### src/rtl/cfgi2c_pkg.sv
package cfgi2c_pkg;
    localparam int BYTE_W = 8;
    localparam int BITCNT_W = 4;

    typedef enum logic [3:0] {
        ST_IDLE,
        ST_ADDR,
        ST_ADDR_ACK,
        ST_CMD,
        ST_CMD_ACK,
        ST_CNT,
        ST_CNT_ACK,
        ST_DATA,
        ST_DATA_ACK,
        ST_IGNORE
    } bus_state_t;
endpackage

### src/rtl/cfgi2c_sync.sv
module cfgi2c_sync #(
    parameter int STAGES = 2,
    parameter int WIDTH  = 2
) (
    input  logic             clk,
    input  logic             rst_n,
    input  logic [WIDTH-1:0] din,
    output logic [WIDTH-1:0] dout
);
    logic [WIDTH-1:0] chain [STAGES];

    always_ff @(posedge clk or negedge rst_n) begin
        if (!rst_n) chain[0] <= '1;
        else        chain[0] <= din;
    end

    for (genvar s = 1; s < STAGES; s++) begin : g_stage
        always_ff @(posedge clk or negedge rst_n) begin
            if (!rst_n) chain[s] <= '1;
            else        chain[s] <= chain[s-1];
        end
    end

    assign dout = chain[STAGES-1];
endmodule

### src/rtl/cfgi2c_cond.sv
module cfgi2c_cond (
    input  logic clk,
    input  logic rst_n,
    input  logic scl_s,
    input  logic sda_s,
    output logic start_det,
    output logic stop_det,
    output logic scl_rise,
    output logic scl_fall
);
    logic scl_q;
    logic sda_q;

    always_ff @(posedge clk or negedge rst_n) begin
        if (!rst_n) begin
            scl_q <= 1'b1;
            sda_q <= 1'b1;
        end else begin
            scl_q <= scl_s;
            sda_q <= sda_s;
        end
    end

    always_comb begin
        start_det = scl_s && scl_q && sda_q && !sda_s;
        stop_det  = scl_s && scl_q && !sda_q && sda_s;
        scl_rise  = scl_s && !scl_q;
        scl_fall  = !scl_s && scl_q;
    end
endmodule

### src/rtl/cfgi2c_fsm.sv
module cfgi2c_fsm
    import cfgi2c_pkg::*;
#(
    parameter logic [6:0] DEV_ADDR = 7'h69,
    parameter int         NUM_REGS = 6,
    localparam int        IDX_W    = $clog2(NUM_REGS + 1)
) (
    input  logic              clk,
    input  logic              rst_n,
    input  logic              start_det,
    input  logic              stop_det,
    input  logic              scl_rise,
    input  logic              scl_fall,
    input  logic              sda_s,
    output logic              sda_oe,
    output logic              wr_en,
    output logic [IDX_W-1:0]  wr_idx,
    output logic [BYTE_W-1:0] wr_data,
    output bus_state_t        state
);
    localparam logic [BYTE_W-1:0] ADDR_BYTE = {DEV_ADDR, 1'b0};
    localparam logic [IDX_W-1:0]  IDX_END   = IDX_W'(NUM_REGS);

    bus_state_t              state_nx;
    logic [BYTE_W-1:0]       shift_q;
    logic [BITCNT_W-1:0]     bit_cnt;
    logic [IDX_W-1:0]        idx_q;
    logic                    byte_phase;
    logic                    ack_phase;
    logic                    byte_done;

    always_comb begin
        byte_phase = (state == ST_ADDR) || (state == ST_CMD) ||
                     (state == ST_CNT)  || (state == ST_DATA);
        ack_phase  = (state == ST_ADDR_ACK) || (state == ST_CMD_ACK) ||
                     (state == ST_CNT_ACK)  || (state == ST_DATA_ACK);
        byte_done  = scl_fall && (bit_cnt == BITCNT_W'(BYTE_W));
    end

    // state register
    always_ff @(posedge clk or negedge rst_n) begin
        if (!rst_n) state <= ST_IDLE;
        else        state <= state_nx;
    end

    // next-state logic
    always_comb begin
        state_nx = state;
        if (start_det) begin
            state_nx = ST_ADDR;
        end else if (stop_det) begin
            state_nx = ST_IDLE;
        end else begin
            unique case (state)
                ST_IDLE:     state_nx = ST_IDLE;
                ST_ADDR:     if (byte_done) state_nx = (shift_q == ADDR_BYTE) ? ST_ADDR_ACK : ST_IGNORE;
                ST_ADDR_ACK: if (scl_fall)  state_nx = ST_CMD;
                ST_CMD:      if (byte_done) state_nx = ST_CMD_ACK;
                ST_CMD_ACK:  if (scl_fall)  state_nx = ST_CNT;
                ST_CNT:      if (byte_done) state_nx = ST_CNT_ACK;
                ST_CNT_ACK:  if (scl_fall)  state_nx = ST_DATA;
                ST_DATA:     if (byte_done) state_nx = ST_DATA_ACK;
                ST_DATA_ACK: if (scl_fall)  state_nx = ST_DATA;
                ST_IGNORE:   state_nx = ST_IGNORE;
                default:     state_nx = ST_IDLE;
            endcase
        end
    end

    // bit shifter, bit counter and register index
    always_ff @(posedge clk or negedge rst_n) begin
        if (!rst_n) begin
            shift_q <= '0;
            bit_cnt <= '0;
            idx_q   <= '0;
        end else if (start_det) begin
            bit_cnt <= '0;
            idx_q   <= '0;
        end else begin
            if (scl_rise && byte_phase && (bit_cnt != BITCNT_W'(BYTE_W))) begin
                shift_q <= {shift_q[BYTE_W-2:0], sda_s};
                bit_cnt <= bit_cnt + 1'b1;
            end
            if (scl_fall && ack_phase) begin
                bit_cnt <= '0;
            end
            if (wr_en) begin
                idx_q <= idx_q + 1'b1;
            end
        end
    end

    // outputs
    always_comb begin
        sda_oe  = ack_phase;
        wr_en   = (state == ST_DATA) && byte_done && (idx_q != IDX_END) && !start_det && !stop_det;
        wr_idx  = idx_q;
        wr_data = shift_q;
    end
endmodule

### src/rtl/cfgi2c_regbank.sv
module cfgi2c_regbank
    import cfgi2c_pkg::*;
#(
    parameter int                         NUM_REGS  = 6,
    parameter logic [NUM_REGS*BYTE_W-1:0] RESET_VAL = {{(NUM_REGS-1){8'hFF}}, 8'h00},
    localparam int                        IDX_W     = $clog2(NUM_REGS + 1)
) (
    input  logic                         clk,
    input  logic                         rst_n,
    input  logic                         wr_en,
    input  logic [IDX_W-1:0]             wr_idx,
    input  logic [BYTE_W-1:0]            wr_data,
    output logic [NUM_REGS*BYTE_W-1:0]   bank
);
    for (genvar r = 0; r < NUM_REGS; r++) begin : g_reg
        always_ff @(posedge clk or negedge rst_n) begin
            if (!rst_n) begin
                bank[r*BYTE_W +: BYTE_W] <= RESET_VAL[r*BYTE_W +: BYTE_W];
            end else if (wr_en && (wr_idx == IDX_W'(r))) begin
                bank[r*BYTE_W +: BYTE_W] <= wr_data;
            end
        end
    end
endmodule

### src/rtl/cfg_i2c_slave.sv
module cfg_i2c_slave
    import cfgi2c_pkg::*;
#(
    parameter logic [6:0] DEV_ADDR    = 7'h69,
    parameter int         NUM_REGS    = 6,
    parameter int         SYNC_STAGES = 2,
    parameter int         SPREAD_BIT  = 3,
    parameter int         OUTEN_REG   = 4
) (
    input  logic                       clk,
    input  logic                       rst_n,
    input  logic                       scl_i,
    input  logic                       sda_i,
    output logic                       sda_oe,
    output logic [NUM_REGS*BYTE_W-1:0] cfg_bank,
    output logic                       spread_en,
    output logic [BYTE_W-1:0]          out_en
);
    localparam int IDX_W = $clog2(NUM_REGS + 1);

    logic [1:0]        line_s;
    logic              scl_s;
    logic              sda_s;
    logic              start_det;
    logic              stop_det;
    logic              scl_rise;
    logic              scl_fall;
    logic              wr_en;
    logic [IDX_W-1:0]  wr_idx;
    logic [BYTE_W-1:0] wr_data;
    bus_state_t        state;

    cfgi2c_sync #(.STAGES(SYNC_STAGES), .WIDTH(2)) u_sync (
        .clk  (clk),
        .rst_n(rst_n),
        .din  ({scl_i, sda_i}),
        .dout (line_s)
    );

    assign scl_s = line_s[1];
    assign sda_s = line_s[0];

    cfgi2c_cond u_cond (
        .clk      (clk),
        .rst_n    (rst_n),
        .scl_s    (scl_s),
        .sda_s    (sda_s),
        .start_det(start_det),
        .stop_det (stop_det),
        .scl_rise (scl_rise),
        .scl_fall (scl_fall)
    );

    cfgi2c_fsm #(.DEV_ADDR(DEV_ADDR), .NUM_REGS(NUM_REGS)) u_fsm (
        .clk      (clk),
        .rst_n    (rst_n),
        .start_det(start_det),
        .stop_det (stop_det),
        .scl_rise (scl_rise),
        .scl_fall (scl_fall),
        .sda_s    (sda_s),
        .sda_oe   (sda_oe),
        .wr_en    (wr_en),
        .wr_idx   (wr_idx),
        .wr_data  (wr_data),
        .state    (state)
    );

    cfgi2c_regbank #(.NUM_REGS(NUM_REGS)) u_bank (
        .clk    (clk),
        .rst_n  (rst_n),
        .wr_en  (wr_en),
        .wr_idx (wr_idx),
        .wr_data(wr_data),
        .bank   (cfg_bank)
    );

    assign spread_en = cfg_bank[SPREAD_BIT];
    assign out_en    = cfg_bank[OUTEN_REG*BYTE_W +: BYTE_W];
endmodule

### config.mk
export PLATFORM = sky130hd
export DESIGN_NAME = cfg_i2c_slave
export DESIGN_NICKNAME = d
export VERILOG_FILES = /design/src/rtl/cfgi2c_pkg.sv /design/src/rtl/cfgi2c_sync.sv /design/src/rtl/cfgi2c_cond.sv /design/src/rtl/cfgi2c_fsm.sv /design/src/rtl/cfgi2c_regbank.sv /design/src/rtl/cfg_i2c_slave.sv
export SDC_FILE = /design/constraint.sdc
export NUM_CORES = 1
export LEC_CHECK = 0
export BUFFER_PORTS_ARGS = -buffer_cell sky130_fd_sc_hd__buf_4
export CORE_MARGIN = 1.5
export CORE_UTILIZATION = 49
export CTS_CLUSTER_DIAMETER = 200
export DETAILED_ROUTE_END_ITERATION = 8
export HOLD_SLACK_MARGIN = 0.08
export PLACE_DENSITY_LB_ADDON = 0.05
export SYNTH_ARGS = -nofsm -noshare
export SYNTH_HDL_FRONTEND = slang
export SYNTH_SLANG_ARGS = --single-unit
### constraint.sdc
create_clock -name clk -period 1.8 [get_ports clk]
set_input_delay 0.18 -clock clk [delete_from_list [all_inputs] [get_ports clk]]
set_output_delay 0.18 -clock clk [all_outputs]
set_load 0.02 [all_outputs]
[Word level (Yosys, flattened, before mapping)]
Index checks and enable logic that the tools add are counted.
Storage, ports and cells
  register bits after elaboration: 73
  latch bits: 0
  memory bits (writable): 0
  word-level logic and storage cells: 97
  memories kept: 0
  input bits: 4
  ROM bits: 0
  output and inout port bits: 58
Cells by class
  muxes and demuxes: 16
  bitwise operators: 1
  div/mod/pow operators: 0
  add/sub/neg operators: 2
  shift-type cells: 0
  multiply operators: 0
  eq/ne operators: 25
  reduce and logical (&&, ||, !) cells: 39
  $lt $le $gt $ge: 0
Operator list (number)
  $mux 4: 13
  $pmux 4 s8: 1
  $ne 4x1->1 const B: 7
  $logic_and 1x1->1: 21
  $eq 4x3->1 const B: 4
  $eq 4x4->1 const B: 3
  $eq 4x2->1 const B: 2
  $eq 8x8->1 const B: 1
  $reduce_and 7->1: 1
  $eq 3x2->1 const B: 2
  $eq 3x3->1 const B: 2
  $logic_not 1->1: 6
  $logic_or 1x1->1: 6
  $mux 3: 2
  $add 4x1->4 const B: 1
  $eq 4x1->1 const B: 1
  $ne 4x4->1 const B: 1
  $add 3x1->3 const B: 1
  $eq 3x1->1 const B: 1
  $logic_not 3->1: 1
  $ne 3x3->1 const B: 1
  $reduce_bool 3->1: 1
  $reduce_and 2->1: 1
  $reduce_bool 2->1: 1
  2 further kinds: 2

[Depth between registers and ports, before layout]
  depth in word-level cells: 9
  gate-level depth with buffers: 7
  depth with buffers taken out: 6

[By module]
Synthesis repeated with hierarchy kept, for this count alone.
Second synthesis, totals
  cell total of the unflattened synthesis: 238
  area total of the unflattened synthesis: 3309.4 um2
By module, submodules not included
  cfgi2c_regbank: instances 1, area an instance 1883.1 um2, cells each 106, sequential area each 1251.2 um2
  cfgi2c_fsm: instances 1, area an instance 1151.1 um2, cells each 111, sequential area each 475.5 um2
  cfgi2c_sync: instances 1, area an instance 120.1 um2, cells each 6, sequential area each 105.1 um2
  cfgi2c_cond: instances 1, area an instance 87.6 um2, cells each 6, sequential area each 52.6 um2
  cfg_i2c_slave: instances 1, area an instance 67.6 um2, cells each 9, sequential area each 0.0 um2

[Worst setup path before layout]
Ideal clock, no wire load.
  kind: reg-to-reg
  from: register u_fsm.bit_cnt[0]
  to: register u_bank.bank[24]
  setup slack: -0.041 ns
  cell stages (with the launch flop): 7
  library setup time: 0.085 ns
  data required time: 1.715 ns
  clock period less this slack: 1.841 ns
  arrival: 1.756 ns
  buffers on the path: 0
  path through: dfrtp_1 > inv_1 > ha_1 > nand3b_4 > a2111oi_4 > nand2_4 > mux2_1
On the way
  word-level cells in the longest chain between the ends: 7
RTL lines
  from (decl): line cfgi2c_fsm.sv:26  | logic [BITCNT_W-1:0] bit_cnt;
  from (signal assigned): line cfgi2c_fsm.sv:82  | bit_cnt <= bit_cnt + 1'b1;
  $eq 4x4->1: line cfgi2c_fsm.sv:37  | byte_done = scl_fall && (bit_cnt == BITCNT_W'(BYTE_W));
  $logic_and 1x1->1: line cfgi2c_fsm.sv:37
  $logic_and 1x1->1 (4 in series): line cfgi2c_fsm.sv:96  | wr_en = (state == ST_DATA) && byte_done && (idx_q != IDX_END) && !start_det && !stop_det;
  $logic_and 1x1->1: line cfgi2c_regbank.sv:19  | end else if (wr_en && (wr_idx == IDX_W'(r))) begin
  to (signal, indexed assignment): line cfgi2c_regbank.sv:18  | bank[r*BYTE_W +: BYTE_W] <= RESET_VAL[r*BYTE_W +: BYTE_W];
  to (signal, indexed assignment): line cfgi2c_regbank.sv:20  | bank[r*BYTE_W +: BYTE_W] <= wr_data;
  to (decl): line cfgi2c_regbank.sv:13  | output logic [NUM_REGS*BYTE_W-1:0] bank
No other way between the ends.
A chain may end at the register's enable or synchronous reset.

[Worst setup path after layout]
  from: register u_fsm.shift_q[0] (netlist: u_fsm.wr_data[0])
  to: register u_fsm.state[0]
On the way
  word-level cells in the longest chain between the ends: 6
RTL lines
  from (decl): line cfgi2c_fsm.sv:25  | logic [BYTE_W-1:0] shift_q;
  from (signal assigned): line cfgi2c_fsm.sv:81  | shift_q <= {shift_q[BYTE_W-2:0], sda_s};
  $eq 8x8->1: line cfgi2c_fsm.sv:56  | ST_ADDR: if (byte_done) state_nx = (shift_q == ADDR_BYTE) ? ST_ADDR_ACK : ST_IGNORE;
  $mux 4 (2 in series): line cfgi2c_fsm.sv:56
  $pmux 4 s8: line cfgi2c_fsm.sv:54  | unique case (state)
  $mux 4: line cfgi2c_fsm.sv:51  | end else if (stop_det) begin
  $mux 4: line cfgi2c_fsm.sv:49  | if (start_det) begin
  to (signal assigned): line cfgi2c_fsm.sv:43  | else state <= state_nx;
  to (decl): line cfgi2c_fsm.sv:19  | output bus_state_t state
No other way between the ends. The select of a mux whose other input is x is not followed.

==> results.json <==
{
  "cts-root-buf": "clkbuf_8",
  "detail_route.vias_per_cell": 5.22,
  "final_common_cell": "buf_4",
  "p_leak_nw": 2.11,
  "routed_wl_um": 6670,
  "seqCellArea_um2": 1880,
  "powerDensity_nw_per_um2": 963,
  "finalSetupViolCount": 0,
  "ir_drop_uv": 775,
  "clock_latency_ns": 0.34,
  "cts_buffers": 9,
  "finalNetCount": 335,
  "fp.dieW_um": 84.6,
  "synthFlopType": "dfstp_2",
  "end_kind": "flop",
  "crit_type": "reg2reg",
  "ios": 62,
  "cts_num_sinks": 73,
  "synthCells": 231,
  "finalPower_mw": 4.12,
  "syn_area_per_cell_um2": 14.1,
  "synth.net_count": 242,
  "diodes": 0,
  "numPortBuffers": 61,
  "final_cell_mix": "buf_4 (91), mux2_2 (52), dfstp_2 (46)",
  "die_area_um2": 7160,
  "antenna_left": 0,
  "fin_crit_ns": 1.74,
  "place_congestion": 0.799,
  "synth-edff-count": 0,
  "cts_tree": "yes",
  "synth_seq_area_share_pct": 57.7,
  "finalCritPeriodShare_pct": 96.9,
  "ys_ff_latch": 73,
  "maxCapViolations": 0,
  "worstPathArrival_ns": 1.98,
  "drtIter0Drc": 53,
  "cp_max_fo": 3,
  "n_fill_cell": 508,
  "grt_max_degree": 39,
  "place_inst": 386,
  "gr-total-overflow": 0,
  "clock_skew_ns": 0.00764,
  "synth_cell_types": 46,
  "dr.pass1.iters": 4,
  "hold_ws_ns": 0.344,
  "antenna_found_initial": 0,
  "critPathLaunchType": "flop",
  "hpwl_um": 4820,
  "final-instance-count-excl-fill": 406,
  "design_area_um2": 4270,
  "setup_ws_ns": 0.0562,
  "maxSlewHeadroom_pct": 67.1,
  "maxSlewViolCount": 0,
  "grtUsageTotal_pct": 20.1,
  "die_h_um": 84.6,
  "multi_input_area_um2": 1340,
  "tns_ns": 0,
  "hold_viol_final": 0,
  "path_clk_slew_ns": 0.07,
  "synth_area_um2": 3260,
  "fin_util_pct": 66.9,
  "area_delta_synth_final_pct": 31.0,
  "rsz0062_at_grt": "yes",
  "drc": 0,
  "clockBufferDepth": 2,
  "cp.required_ns": 2.04,
  "layout-drive-gt1-share_pct": 67.8,
  "grt_pass1_vias": 2157,
  "grt_pass1_wl_um": 10900,
  "async_flop_share_pct": 100,
  "core-area_um2": 6390,
  "dpl-instance-area_um2": 3970,
  "yosys_warnings": 0,
  "cts_max_level": 3,
  "rows": 29,
  "dp_slack_ns": -0.0224,
  "start_util_pct": 51.1,
  "vias": 2120,
  "fmax_mhz": 573,
  "status": "finished clean",
  "hp-class": "in2async",
  "tightest_slew_ns": 0.493,
  "wl_per_cell_um": 16.4
}
==> registers in the layout, summed over array words and instances (netlist names) <==
signal / flops
u_sync.chain: 2
u_fsm.state: 4
u_cond.sda_q: 1
u_fsm.wr_data: 8
u_bank.bank: 48
u_fsm.wr_idx: 3
u_fsm.bit_cnt: 4
u_sync.dout: 2
u_cond.scl_q: 1
==> routing by layer <==
layer / GRT usage, % / part of all wire, % / vias to the layer above / wire (um)
met5: 0 / 0 / - / 0
met4: 9.68 / 1.4 / 0 / 95
met3: 4.13 / 4.6 / 6 / 307
met2: 30.7 / 47 / 50 / 3110
met1: 27.5 / 47 / 1055 / 3150
li1: - / - / 1009 / -
==> where the power goes <==
part	switching (mW)	internal, mW
logic	0.520	0.451
clock network	0.563	0.678
registers	0.112	1.79
==> final timing paths <==
path                       cells past startpoint  slack (ns)                           end                          from
setup / recovery                               4        0.06    u_fsm.state[0]$_DFFE_PN0P_  u_fsm.wr_data[0]$_DFFE_PN0P_
hold / removal                                 2        0.34  u_fsm.wr_data[1]$_DFFE_PN0P_                         rst_n
setup reg to reg                               4        0.06    u_fsm.state[0]$_DFFE_PN0P_  u_fsm.wr_data[0]$_DFFE_PN0P_
hold reg to reg                                0        0.36      u_sync.dout[0]$_DFF_PN1_     u_sync.chain[2]$_DFF_PN1_
max in group asynchronous                      3        0.83   u_bank.bank[25]$_DFFE_PN1P_                         rst_n
min in group clk                               0        0.36      u_sync.dout[0]$_DFF_PN1_     u_sync.chain[2]$_DFF_PN1_
==> kinds of logic (layout without fill, tap and decap cells) <==
| group | after synthesis | count (layout) | synth area share (%) |
|---|---|---|---|
| simple gates | 49 | 49 | 10.3 |
| fa+ha+maj | 7 | 7 | 2.68 |
| compound gates | 22 | 22 | 5.48 |
| buf+inv | 20 | 118 | 3.45 |
| xor+xnor | 4 | 4 | 1.07 |
| mux | 56 | 56 | 19.3 |
| flops | 73 | 73 | 57.7 |
==> layout make-up <==
| class | count | area share, % |
|---|---|---|
| clock inverters | 3 | 0.995 |
| clock buffers | 13 | 3.48 |
| well taps | 77 | 2.25 |
| flip-flops and latches | 73 | 44.1 |
| repair buffers | 96 | 17.4 |
| multi-input cells | 138 | 31.2 |
| inverters | 6 | 0.527 |
==> worst max-delay path, cell delays in order (launching register included) <==
cell and delay [ns]:
dfrtp_1 0.38, or4b_1 0.61, o211ai_1 0.28, a31oi_1 0.12, a31o_2 0.25
==> cells in the mapped netlist, drive strengths merged, types with 2 or more instances <==
| library cell | n | area [um2] |
|---|---|---|
| nor3b | 2 | 15.0 |
| o31ai | 2 | 15.0 |
| nand4b | 3 | 38.8 |
| dfrtp | 27 | 676 |
| nand3 | 4 | 20.0 |
| o21a | 2 | 15.0 |
| a21oi | 3 | 15.0 |
| ha | 7 | 87.6 |
| nand3b | 4 | 58.8 |
| a31oi | 2 | 12.5 |
| nor2 | 12 | 45.0 |
| dfstp | 46 | 1210 |
| nand2b | 3 | 18.8 |
| or4b | 2 | 20.0 |
| nor2b | 2 | 12.5 |
| a2111oi | 3 | 51.3 |
| xnor2 | 2 | 17.5 |
| xor2 | 2 | 17.5 |
| mux2 | 55 | 619 |
| nor4b | 2 | 17.5 |
| o21bai | 2 | 15.0 |
| nor3 | 2 | 10.0 |
| nand2 | 9 | 41.3 |
| buf | 12 | 82.6 |
| inv | 6 | 22.5 |
| o21ai | 3 | 15.0 |
| clkbuf | 2 | 7.51 |
==> timing repair <==
| action | CTS | global route |
|---|---|---|
| setup buffers | 0 | 1 |
| hold endpoints to repair | 13 | 0 |
| resized for setup | 6 | 9 |
| setup endpoints to repair | 19 | 50 |
| pin swaps | 1 | 1 |
| hold buffers | 3 | 0 |
Note: power is estimated with default switching activity, not from simulation.
